==> config.mk <==
export PLATFORM = sky130hd
export DESIGN_NAME = vupack_mask
export DESIGN_NICKNAME = d
export VERILOG_FILES = /design/src/rtl/vu_pkg.sv /design/src/rtl/vu_seq.sv /design/src/rtl/vu_elem_extract.sv /design/src/rtl/vu_lane_mux.sv /design/src/rtl/vu_row_bank.sv /design/src/rtl/vupack_mask.sv
export SDC_FILE = /design/constraint.sdc
export NUM_CORES = 1
export LEC_CHECK = 0
export BUFFER_PORTS_ARGS = -buffer_cell sky130_fd_sc_hd__buf_2
export CORE_MARGIN = 2
export CORE_UTILIZATION = 40
export DETAILED_ROUTE_END_ITERATION = 12
export MAX_ROUTING_LAYER = met4
export PLACE_DENSITY = 0.65
export SLEW_MARGIN = 10
export SYNTH_ARGS = -nofsm -noshare
export SYNTH_HDL_FRONTEND = slang
export SYNTH_HIERARCHICAL = 1
export SYNTH_SLANG_ARGS = --single-unit
export TNS_END_PERCENT = 100
==> constraint.sdc <==
create_clock -name clk -period 5.5 [get_ports clk]
set_clock_uncertainty 0.1 [all_clocks]
set_input_delay 0.55 -clock clk [delete_from_list [all_inputs] [get_ports clk]]
set_output_delay 0.55 -clock clk [all_outputs]
set_load 0.005 [all_outputs]
==> src/rtl/vu_pkg.sv <==
package vu_pkg;
    localparam int LANES  = 4;
    localparam int DW     = 32;
    localparam int BEAT_W = LANES * DW;

    typedef enum logic [1:0] {SHP_SCALAR = 2'd0, SHP_PAIR = 2'd1, SHP_TRIPLE = 2'd2, SHP_QUAD = 2'd3} shape_e;
    typedef enum logic [1:0] {WID_32 = 2'd0, WID_16 = 2'd1, WID_8 = 2'd2, WID_RGB = 2'd3} wid_e;
    typedef enum logic [1:0] {ST_IDLE = 2'd0, ST_FETCH = 2'd1, ST_EMIT = 2'd2} seq_state_e;

    localparam logic [1:0] MODE_OFFSET = 2'd1;
    localparam logic [1:0] MODE_DIFF   = 2'd2;

    // whether a lane slot draws on the element budget
    function automatic logic lane_consumes(shape_e s, wid_e w, logic [1:0] lane);
        logic r;
        if (w == WID_RGB) r = 1'b1;
        else begin
            unique case (s)
                SHP_PAIR:   r = (lane < 2'd2);
                SHP_TRIPLE: r = (lane < 2'd3);
                default:    r = 1'b1;
            endcase
        end
        return r;
    endfunction

    // which element of the beat feeds a lane
    function automatic logic [1:0] elem_index(shape_e s, logic [1:0] lane);
        logic [1:0] r;
        unique case (s)
            SHP_SCALAR: r = 2'd0;
            SHP_PAIR:   r = {1'b0, lane[0]};
            default:    r = lane;
        endcase
        return r;
    endfunction
endpackage

==> src/rtl/vu_seq.sv <==
module vu_seq import vu_pkg::*; #(
    parameter int CNT_W = 16
) (
    input  logic             clk,
    input  logic             rst_n,
    input  logic             cmd_start,
    input  logic             cmd_fresh,
    input  logic [CNT_W-1:0] cmd_count,
    input  shape_e           shape,
    input  wid_e             wid,
    input  logic             in_valid,
    output logic             in_ready,
    output logic             idle,
    output logic             emit,
    output logic             beat_load,
    output logic [1:0]       lane,
    output logic [1:0]       cyc
);
    seq_state_e       st_q, st_d;
    logic [1:0]       off_q, cyc_q;
    logic [CNT_W-1:0] rem_q, rem_after;
    logic             cons, next_cons, at_w;

    always_comb begin
        cons      = lane_consumes(shape, wid, off_q);
        next_cons = lane_consumes(shape, wid, off_q + 2'd1);
        rem_after = cons ? rem_q - 1'b1 : rem_q;
        at_w      = (off_q == 2'd3);
    end

    // next-state decision
    always_comb begin
        st_d = st_q;
        unique case (st_q)
            ST_IDLE:  if (cmd_start && cmd_count != '0) st_d = ST_FETCH;
            ST_FETCH: if (in_valid) st_d = ST_EMIT;
            ST_EMIT: begin
                if (at_w)                                st_d = (rem_after == '0) ? ST_IDLE : ST_FETCH;
                else if (next_cons && rem_after == '0)   st_d = ST_IDLE;
                else                                     st_d = ST_EMIT;
            end
            default: st_d = ST_IDLE;
        endcase
    end

    // state register
    always_ff @(posedge clk) begin
        if (!rst_n) st_q <= ST_IDLE;
        else        st_q <= st_d;
    end

    // offset, write cycle and budget
    always_ff @(posedge clk) begin
        if (!rst_n) begin
            off_q <= 2'd0;
            cyc_q <= 2'd0;
            rem_q <= '0;
        end else if (st_q == ST_IDLE && cmd_start) begin
            rem_q <= cmd_count;
            if (cmd_fresh) begin
                off_q <= 2'd0;
                cyc_q <= 2'd0;
            end
        end else if (st_q == ST_EMIT) begin
            rem_q <= rem_after;
            off_q <= off_q + 2'd1;
            if (at_w && cyc_q != 2'd3) cyc_q <= cyc_q + 2'd1;
        end
    end

    // outputs
    always_comb begin
        in_ready  = (st_q == ST_FETCH);
        idle      = (st_q == ST_IDLE);
        emit      = (st_q == ST_EMIT);
        beat_load = (st_q == ST_FETCH) && in_valid;
        lane      = off_q;
        cyc       = cyc_q;
    end

    assert_skip_keeps_budget_R7: assert property (@(posedge clk) disable iff (!rst_n)
        (st_q == ST_EMIT && !cons) |=> $stable(rem_q));
    assert_lane_wrap_R6: assert property (@(posedge clk) disable iff (!rst_n)
        (st_q == ST_EMIT && off_q == 2'd3) |=> (off_q == 2'd0));
    assert_cycle_step_R1: assert property (@(posedge clk) disable iff (!rst_n)
        (st_q == ST_EMIT && off_q == 2'd3 && cyc_q != 2'd3) |=> (cyc_q == $past(cyc_q) + 2'd1));
    assert_beat_to_emit_R11: assert property (@(posedge clk) disable iff (!rst_n)
        (in_ready && in_valid) |=> emit);
endmodule

==> src/rtl/vu_elem_extract.sv <==
module vu_elem_extract import vu_pkg::*; (
    input  logic [BEAT_W-1:0] beat,
    input  shape_e            shape,
    input  wid_e              wid,
    input  logic              is_unsigned,
    input  logic [1:0]        lane,
    output logic [DW-1:0]     elem
);
    logic [1:0]  idx;
    logic [15:0] h;
    logic [7:0]  b8;
    logic [15:0] rgb;

    always_comb begin
        idx  = elem_index(shape, lane);
        h    = beat[idx*16 +: 16];
        b8   = beat[idx*8 +: 8];
        rgb  = beat[15:0];
        elem = '0;
        unique case (wid)
            WID_32:  elem = (shape == SHP_PAIR && lane == 2'd3) ? '0 : beat[idx*DW +: DW];
            WID_16:  elem = is_unsigned ? {16'd0, h}  : {{16{h[15]}}, h};
            WID_8:   elem = is_unsigned ? {24'd0, b8} : {{24{b8[7]}}, b8};
            default: begin
                unique case (lane)
                    2'd0:    elem = {24'd0, rgb[4:0],   3'd0};
                    2'd1:    elem = {24'd0, rgb[9:5],   3'd0};
                    2'd2:    elem = {24'd0, rgb[14:10], 3'd0};
                    default: elem = {24'd0, rgb[15],    7'd0};
                endcase
            end
        endcase
    end
endmodule

==> src/rtl/vu_lane_mux.sv <==
module vu_lane_mux import vu_pkg::*; (
    input  logic [DW-1:0]            elem,
    input  logic [1:0]               lane,
    input  logic [1:0]               cyc,
    input  logic                     mask_en,
    input  logic [31:0]              mask_word,
    input  logic [1:0]               mode,
    input  logic                     is_rgb,
    input  logic [LANES-1:0][DW-1:0] rows,
    input  logic [LANES-1:0][DW-1:0] cols,
    output logic [1:0]               code,
    output logic [DW-1:0]            value,
    output logic                     acc_we,
    output logic [DW-1:0]            acc_val
);
    logic [DW-1:0] sum;

    always_comb begin
        code    = mask_en ? mask_word[{cyc, lane, 1'b0} +: 2] : 2'd0;
        sum     = elem + rows[lane];
        acc_we  = 1'b0;
        acc_val = sum;
        value   = '0;
        unique case (code)
            2'd0: begin
                if (is_rgb)                  value = elem;
                else if (mode == MODE_OFFSET) value = sum;
                else if (mode == MODE_DIFF) begin
                    value  = sum;
                    acc_we = 1'b1;
                end else                     value = elem;
            end
            2'd1:    value = rows[lane];
            2'd2:    value = cols[cyc];
            default: value = '0;
        endcase
    end
endmodule

==> src/rtl/vu_row_bank.sv <==
module vu_row_bank import vu_pkg::*; (
    input  logic                     clk,
    input  logic                     rst_n,
    input  logic                     load,
    input  logic [LANES-1:0][DW-1:0] load_data,
    input  logic                     upd,
    input  logic [1:0]               upd_lane,
    input  logic [DW-1:0]            upd_data,
    output logic [LANES-1:0][DW-1:0] rows
);
    for (genvar l = 0; l < LANES; l++) begin : g_row
        always_ff @(posedge clk) begin
            if (!rst_n)                             rows[l] <= '0;
            else if (load)                          rows[l] <= load_data[l];
            else if (upd && upd_lane == 2'(l))      rows[l] <= upd_data;
        end
    end

    assert_row_hold_R4: assert property (@(posedge clk) disable iff (!rst_n)
        (!load && !upd) |=> $stable(rows));
endmodule

==> src/rtl/vupack_mask.sv <==
module vupack_mask import vu_pkg::*; #(
    parameter int CNT_W = 16
) (
    input  logic             clk,
    input  logic             rst_n,
    input  logic [4:0]       fmt,
    input  logic             mask_en,
    input  logic [1:0]       mode,
    input  logic [31:0]      mask_word,
    input  logic [127:0]     col_regs,
    input  logic             row_wr,
    input  logic [127:0]     row_wdata,
    input  logic             cmd_start,
    input  logic             cmd_fresh,
    input  logic [CNT_W-1:0] cmd_count,
    input  logic             in_valid,
    output logic             in_ready,
    input  logic [127:0]     in_data,
    output logic             out_valid,
    output logic [1:0]       out_lane,
    output logic [31:0]      out_data
);
    shape_e                   shape;
    wid_e                     wid;
    logic                     idle, emit, beat_load;
    logic [1:0]               lane, cyc, code;
    logic [BEAT_W-1:0]        beat_q;
    logic [DW-1:0]            elem, value, acc_val;
    logic                     acc_we;
    logic [LANES-1:0][DW-1:0] rows, cols, row_init;

    always_comb begin
        shape    = shape_e'(fmt[3:2]);
        wid      = wid_e'(fmt[1:0]);
        cols     = col_regs;
        row_init = row_wdata;
    end

    always_ff @(posedge clk) begin
        if (!rst_n)         beat_q <= '0;
        else if (beat_load) beat_q <= in_data;
    end

    vu_seq #(.CNT_W(CNT_W)) u_seq (
        .clk(clk), .rst_n(rst_n), .cmd_start(cmd_start), .cmd_fresh(cmd_fresh),
        .cmd_count(cmd_count), .shape(shape), .wid(wid), .in_valid(in_valid),
        .in_ready(in_ready), .idle(idle), .emit(emit), .beat_load(beat_load),
        .lane(lane), .cyc(cyc)
    );

    vu_elem_extract u_ext (
        .beat(beat_q), .shape(shape), .wid(wid), .is_unsigned(fmt[4]),
        .lane(lane), .elem(elem)
    );

    vu_lane_mux u_mux (
        .elem(elem), .lane(lane), .cyc(cyc), .mask_en(mask_en), .mask_word(mask_word),
        .mode(mode), .is_rgb(wid == WID_RGB), .rows(rows), .cols(cols),
        .code(code), .value(value), .acc_we(acc_we), .acc_val(acc_val)
    );

    vu_row_bank u_rows (
        .clk(clk), .rst_n(rst_n), .load(row_wr && idle), .load_data(row_init),
        .upd(emit && acc_we), .upd_lane(lane), .upd_data(acc_val), .rows(rows)
    );

    always_comb begin
        out_valid = emit && (code != 2'd3);
        out_lane  = lane;
        out_data  = value;
    end

    assert_rgb_layout_R5: assert property (@(posedge clk) disable iff (!rst_n)
        (out_valid && wid == WID_RGB && !mask_en) |-> (out_data[2:0] == 3'd0 && out_data[31:8] == 24'd0));
endmodule

# After elaboration in Yosys (flattened, before gate mapping)
# Cells that the tools add are included.
dict set report totals {
  ramBits 0
  latch_bits 0
  n_memories 0
  input_bits 446
  rom_bits 0
  register_bits 278
  wordCells 117
  out_inout_bits 36
}
dict set report classes {
  n_eq_ne 19
  n_div 0
  n_mul 0
  reduce_logical 29
  n_bitwise 0
  n_shift 4
  mux 46
  add_sub_neg 4
  n_lt_le_gt_ge 6
}
# op count
set ops {}
lappend ops {{32-bit two-way mux} 16}
lappend ops {{32-bit one-hot mux with 3 select lines} 2}
lappend ops {{32-bit binary-select mux with 2-bit select} 2}
lappend ops {{128-bit by 6-bit indexed part select with 8-bit output} 1}
lappend ops {{128-bit by 7-bit indexed part select with 16-bit output} 1}
lappend ops {{128-bit by 8-bit indexed part select with 32-bit output} 1}
lappend ops {{16-bit two-way mux} 3}
lappend ops {{32-bit adder} 1}
lappend ops {{32-bit by 6-bit indexed part select with 2-bit output} 1}
lappend ops {{8-bit one-hot mux with 3 select lines} 1}
lappend ops {{2-bit two-way mux} 11}
lappend ops {{2-bit == test (second input constant)} 8}
lappend ops {{16-bit zero test} 1}
lappend ops {{16-bit nonzero test} 1}
lappend ops {{16-bit by 1-bit subtractor with 16-bit output (second input constant)} 1}
lappend ops {{1-bit logical AND} 13}
lappend ops {{2-bit by 1-bit == test with 1-bit output (second input constant)} 6}
lappend ops {{2-bit nonzero test} 6}
lappend ops {{2-bit zero test} 5}
lappend ops {{2-bit < comparator (second input constant)} 4}
lappend ops {{2-bit inequality test (second input constant)} 4}
lappend ops {{1-bit two-way mux} 7}
lappend ops {{2-bit by 3-bit < comparator with 1-bit output (second input constant)} 2}
lappend ops {{2-bit one-hot mux with 3 select lines} 1}
lappend ops {{other kinds (6)} 9}

# Longest topological paths before layout
dict set report depth {
  ltp_word 10
  depth_mapped 21
  mapped_depth_nobuf 17
}

# Modules after synthesis
# Netlist, hierarchy kept.
# module instances area_per_inst_um2 cells_per_inst seq_area_each_um2
set by_module_without_submodules {}
lappend by_module_without_submodules {vu_row_bank 1 6089.6 586 2562.5}
lappend by_module_without_submodules {vupack_mask 1 4994.8 416 2562.5}
lappend by_module_without_submodules {vu_lane_mux 1 4331.7 457 0.0}
lappend by_module_without_submodules {vu_elem_extract 1 2278.4 275 0.0}
lappend by_module_without_submodules {vu_seq 1 1500.2 204 440.4}

# Worst setup path after synthesis
# Ideal clock, no wire load.
dict set report synth_path {
  path_type {register to output}
  start {reg u_seq.off_q[0] (netlist: u_seq/lane[0])}
  end {out out_data[28]}
  setup_slack_ps 473
  t_required_ps 4850
  t_arrival_ps 4377
  path_stages_with_launch 15
  n_path_buf 3
  path_cell_list {dfxtp_1 -> buf_6 -> buf_8 -> buf_1 -> mux4_2 -> ha_1 -> fa_1 -> a21o_1 -> a31oi_1 -> o22ai_1 -> o21ai_0 -> o221ai_1 -> o21ai_0 -> xnor2_1 -> a221o_1}
}
dict set report synth_between {
  elab_chain_len 9
  elab_cells_between_ends 26
  cone_classes {1 x add/sub; 5 x eq/ne; 4 x shift; 13 x mux; 3 x reduce/logical}
}
# element line_no
set synth_rtl {}
lappend synth_rtl {{start: declaration} vu_seq.sv:20} ;# logic [1:0] off_q, cyc_q;
lappend synth_rtl {{start signal: assignment} vu_seq.sv:66} ;# off_q <= off_q + 2'd1;
lappend synth_rtl {{2-bit one-hot mux with 2 select lines / 2-bit == test (equally long branches)} {vu_pkg.sv:30, vu_elem_extract.sv:21}}
lappend synth_rtl {{128-bit by 8-bit indexed part select with 32-bit output (tied with other cells)} vu_elem_extract.sv:21} ;# WID_32: elem = (shape == SHP_PAIR && lane == 2'd3) ? '0 : beat[idx*DW +: DW];
lappend synth_rtl {{32-bit two-way mux, on equally long branches} {vu_elem_extract.sv:21, vu_elem_extract.sv:22, vu_elem_extract.sv:23}}
lappend synth_rtl {{32-bit one-hot mux with 3 select lines} vu_elem_extract.sv:20} ;# unique case (wid)
lappend synth_rtl {{32-bit adder (*)} vu_lane_mux.sv:20} ;# sum = elem + rows[lane];
lappend synth_rtl {{via acc_val[28]} vupack_mask.sv:28} ;# logic [DW-1:0] elem, value, acc_val;
lappend synth_rtl {{32-bit two-way mux} vu_lane_mux.sv:28} ;# else if (mode == MODE_DIFF) begin
lappend synth_rtl {{32-bit two-way mux (*)} vu_lane_mux.sv:27} ;# else if (mode == MODE_OFFSET) value = sum;
lappend synth_rtl {{32-bit two-way mux (*)} vu_lane_mux.sv:26} ;# if (is_rgb) value = elem;
lappend synth_rtl {{32-bit one-hot mux with 3 select lines (*)} vu_lane_mux.sv:24} ;# unique case (code)
lappend synth_rtl {{end: declaration} vupack_mask.sv:21} ;# output logic [31:0] out_data
# Mark *: on every way through the listed nets, which the timed path passes. The rest lies on a longest branch. The select of a mux whose other input is x is not followed.

# Final worst setup path
dict set report layout_path {
  start {reg u_seq.off_q[0] (netlist: u_seq/lane[0])}
  end {out out_data[31]}
}
dict set report layout_between {
  elab_chain_len 9
  elab_cells_between_ends 26
  cone_classes {1 x add/sub; 5 x eq/ne; 4 x shift; 13 x mux; 3 x reduce/logical}
}
# element line_no
set layout_rtl {}
lappend layout_rtl {{2-bit one-hot mux with 2 select lines / 2-bit == test (equally long branches)} {vu_pkg.sv:30, vu_elem_extract.sv:21}}
lappend layout_rtl {{128-bit by 8-bit indexed part select with 32-bit output (tied with other cells)} vu_elem_extract.sv:21}
lappend layout_rtl {{32-bit two-way mux, on equally long branches} {vu_elem_extract.sv:21, vu_elem_extract.sv:22, vu_elem_extract.sv:23}}
lappend layout_rtl {{32-bit one-hot mux with 3 select lines (*)} vu_elem_extract.sv:20}
lappend layout_rtl {{via elem[10]} vupack_mask.sv:28}
lappend layout_rtl {{32-bit adder (*)} vu_lane_mux.sv:20}
lappend layout_rtl {{32-bit two-way mux} vu_lane_mux.sv:28}
lappend layout_rtl {{32-bit two-way mux (*)} vu_lane_mux.sv:27}
lappend layout_rtl {{32-bit two-way mux (*)} vu_lane_mux.sv:26}
lappend layout_rtl {{32-bit one-hot mux with 3 select lines (*)} vu_lane_mux.sv:24}
# Marks and branches as above.

==> results.yml <==
status:
  status: "completed"
grt:
  grt_max_degree: 142
  grt_pass1_vias: 17800
  grt-ovfl-total: 0
  antenna_found_initial: 2
  grt_pass1_wl_mm: 113
  groute.usage.overall: 0.311
synth:
  syn_nets: 2422
  synthCells: 1938
  synth_seq_area_share: 0.290
  synth_area_um2: 19200
  synthDistinctLibCells: 96
  synth_area_leaders: "dfxtp_1 29%, mux2i_1 15%, mux4_2 12%, o211a_1 5.0%, nor2b_1 4.5%"
  ys.warnings.count: 6
  yosysTopAreaCell: "dfxtp_1"
  synth-main-ff-cell: "dfxtp_1"
  postSynthAreaPerCell_um2: 9.90
  yosysTopAreaCellShare: 0.290
  ys_ff_latch: 278
  async_reset_ff_frac: 0
  synth_edf_count: 0
critical_path:
  start_kind: "flip-flop"
  crit_required_ns: 4.85
  critPathArrivalTime_ns: 4.76
  end_kind: "output pin"
  r2r_end: "u_rows/rows[88]$_SDFFE_PN0P_"
  rr_worst_depth: 21
  r2r_start: "u_seq/lane[0]$_SDFFE_PN0P_"
  setup.worst_path.start: "u_seq/lane[0]$_SDFFE_PN0P_"
  cp_max_fo: 6
  worstSetupPathType: "reg2out"
  ff2ff_setup_slack_ns: 0.74
timing:
  whs_ns: 0.157
  finalHoldViolCount: 0
  post-route-min-period_ns: 5.41
  slew_headroom: 0.223
  setup_viol: 0
  slew_violations: 0
  period_share: 0.983
  max_freq_mhz: 185
  tightest_slew_ns: 1.17
route:
  drt_wl_total_mm: 78.1
  wl_per_cell_um: 25.7
  final_antenna_net_count: 0
  first_pass_iters: 7
  vias_per_cell: 6.06
  drtIter0Drc: 1560
  drc: 0
  route.vias.total: 18400
power_and_ir_drop:
  p_total_w: 0.00625
  power_frac_comb: 0.258
  p_int_w: 0.00435
  seq_power_share: 0.365
  power_frac_clock: 0.377
  p_leak_nw: 10.5
  ir_worst_vdd_v: 0.000191
  p_sw_frac: 0.304
  p_sw_w: 0.00190
  powerDensity_nw_per_um2: 263
clock_tree:
  worst_skew_pair.late_latency_ns: 0.56
  cts_max_level: 2
  cts_buffers: 34
  cts_tree: "yes"
  clk_path_buf_depth: 3
  cts_root_buf: "clkbuf_16"
  hold_buffers: 0
  cts.clk_slew.worst_paths_ns: 0.06
  cts_sinks: 278
die:
  die_w_um: 223
  die-area_um2: 49800
  initial_core_util: 0.404
  pin_count: 482
  rows: 80
  core_area_um2: 47500
  die_h_um: 223
placed_design:
  dp_cells: 2965
  dp_hpwl_mm: 59.4
  portBuffers: 481
  gp_congestion: 0.953
cells_and_area:
  seqCellArea_um2: 5580
  fin_cells: 3042
  drive_gt1_frac: 0.340
  n_fill_cell: 4436
  nets: 2885
  area_delta_synth_final_pct: 23.6
  multi_input_area_um2: 12600
min_path:
  hold_start: "in_data[86]"
  hp-class: "in2reg"
  holdPathEnd: "beat_q[86]$_SDFFE_PN0P_"
  whs_path_depth: 3
flow_run:
  cap_violations: 0
## worst max-delay path: stages (launching register included)
cell and delay (ns):
dfxtp_4 0.39, clkbuf_4 0.19, and2_4 0.17, a222oi_1 0.40, or2_4 0.27, o311ai_2 0.17, buf_4 0.18, ha_1 0.33
o2111ai_1 0.17, o221ai_1 0.26, nor2b_1 0.20, buf_4 0.16, o21ai_2 0.07, a31o_2 0.28, and4_1 0.19, or4_1 0.51
nand3_2 0.11, buf_2 0.13
## cells by family after synthesis
| kind of cell | share of synthesized area |
|---|---|
| simple gates | 0.115 |
| mux | 0.267 |
| compound gates | 0.224 |
| xor+xnor | 0.0141 |
| flops | 0.290 |
| fa+ha+maj | 0.0252 |
| buf+inv | 0.0641 |
## worst max path at each step
stage	endpoint	cells after the start
CTS	out_data[31]	17
global route	out_data[24]	18
global placement	out_data[31]	19
floorplan	out_data[28]	14
finish	out_data[31]	17
detailed placement	out_data[31]	17
## cell type report
type / instances / area share
multi-input combinational: 1460 / 0.531
sequential: 278 / 0.235
timing repair buffer: 603 / 0.148
clock buffer: 51 / 0.0419
tap: 615 / 0.0324
clock inverter: 10 / 0.00728
inverter: 24 / 0.00380
antenna: 1 / 0.000105
## synth_stat cells (22+ instances only)
cell type	count
a21oi_1	103
o211a_1	96
nand2_1	64
inv_1	22
o21ai_0	150
nor2b_1	137
nor2_1	55
mux4_2	99
buf_2	37
dfxtp_1	278
ha_1	37
clkbuf_1	89
a21o_1	38
o21ai_1	24
mux2i_1	285
## state kept, by name, indices dropped and copies added, names as in the netlist
register,cells
u_seq/cyc,2
u_seq/st_q,2
beat_q,128
u_rows/rows,128
u_seq/rem_q,16
u_seq/lane,2
## layout by cell type, fill, tap and decap left out, types with 9 or more instances in the layout
cell / n
o211ai_1: 12
nor4_1: 9
a222oi_1: 20
xor2_1: 15
buf_12: 12
o21ai_1: 28
mux4_2: 99
a21oi_1: 103
and2_1: 17
buf_4: 106
nand2_1: 64
a221o_1: 13
clkbuf_1: 9
nor2_1: 54
mux2i_1: 285
clkbuf_16: 34
a21o_1: 38
o211a_1: 96
o21ai_0: 143
nor2b_1: 136
dfxtp_1: 274
nor3_1: 19
nand3_1: 19
a211oi_1: 17
o21a_1: 9
ha_1: 33
a221oi_1: 12
a31oi_1: 10
a22oi_1: 20
inv_1: 22
xnor2_1: 16
nand2b_1: 10
buf_2: 480
## per-layer routing
layer	GRT usage	routed length (µm)	vias up
met4	0.110	2790	0
met5	-	0	-
met2	0.511	37400	923
li1	-	-	8383
met1	0.390	32200	8992
met3	0.0468	5720	134
## repair_timing
action,4_1_cts,5_1_grt
gates resized for setup,19,36
setup endpoints to repair,14,15
buffers inserted,3,10
cloned,1,1
pin swaps,2,17
endpoints found under the hold margin,0,0
## power groups by stage
stage	logic, W	registers [W]	clock network, W
finish	0.00161	0.00228	0.00236
global route	0.00173	0.00229	0.00247
CTS	0.00158	0.00227	0.00239
detailed placement	0.00157	0.00232	0
global placement	0.00155	0.00231	0
floorplan	0.000994	0.00227	0
## through the flow
stage | utilization | area [µm²] | setup slack [ns] | TNS [ns]
floorplan | - | 19200 | 0.473 | 0
global placement | 0.467 | 22200 | 0.0341 | 0
detailed placement | 0.467 | 22200 | -0.0195 | -0.0195
CTS | 0.494 | 23500 | 0.0109 | 0
global route | 0.499 | 23700 | -0.0273 | -0.0402
finish | 0.499 | 23700 | 0.0926 | 0
Power figures use the tool's default switching activity.
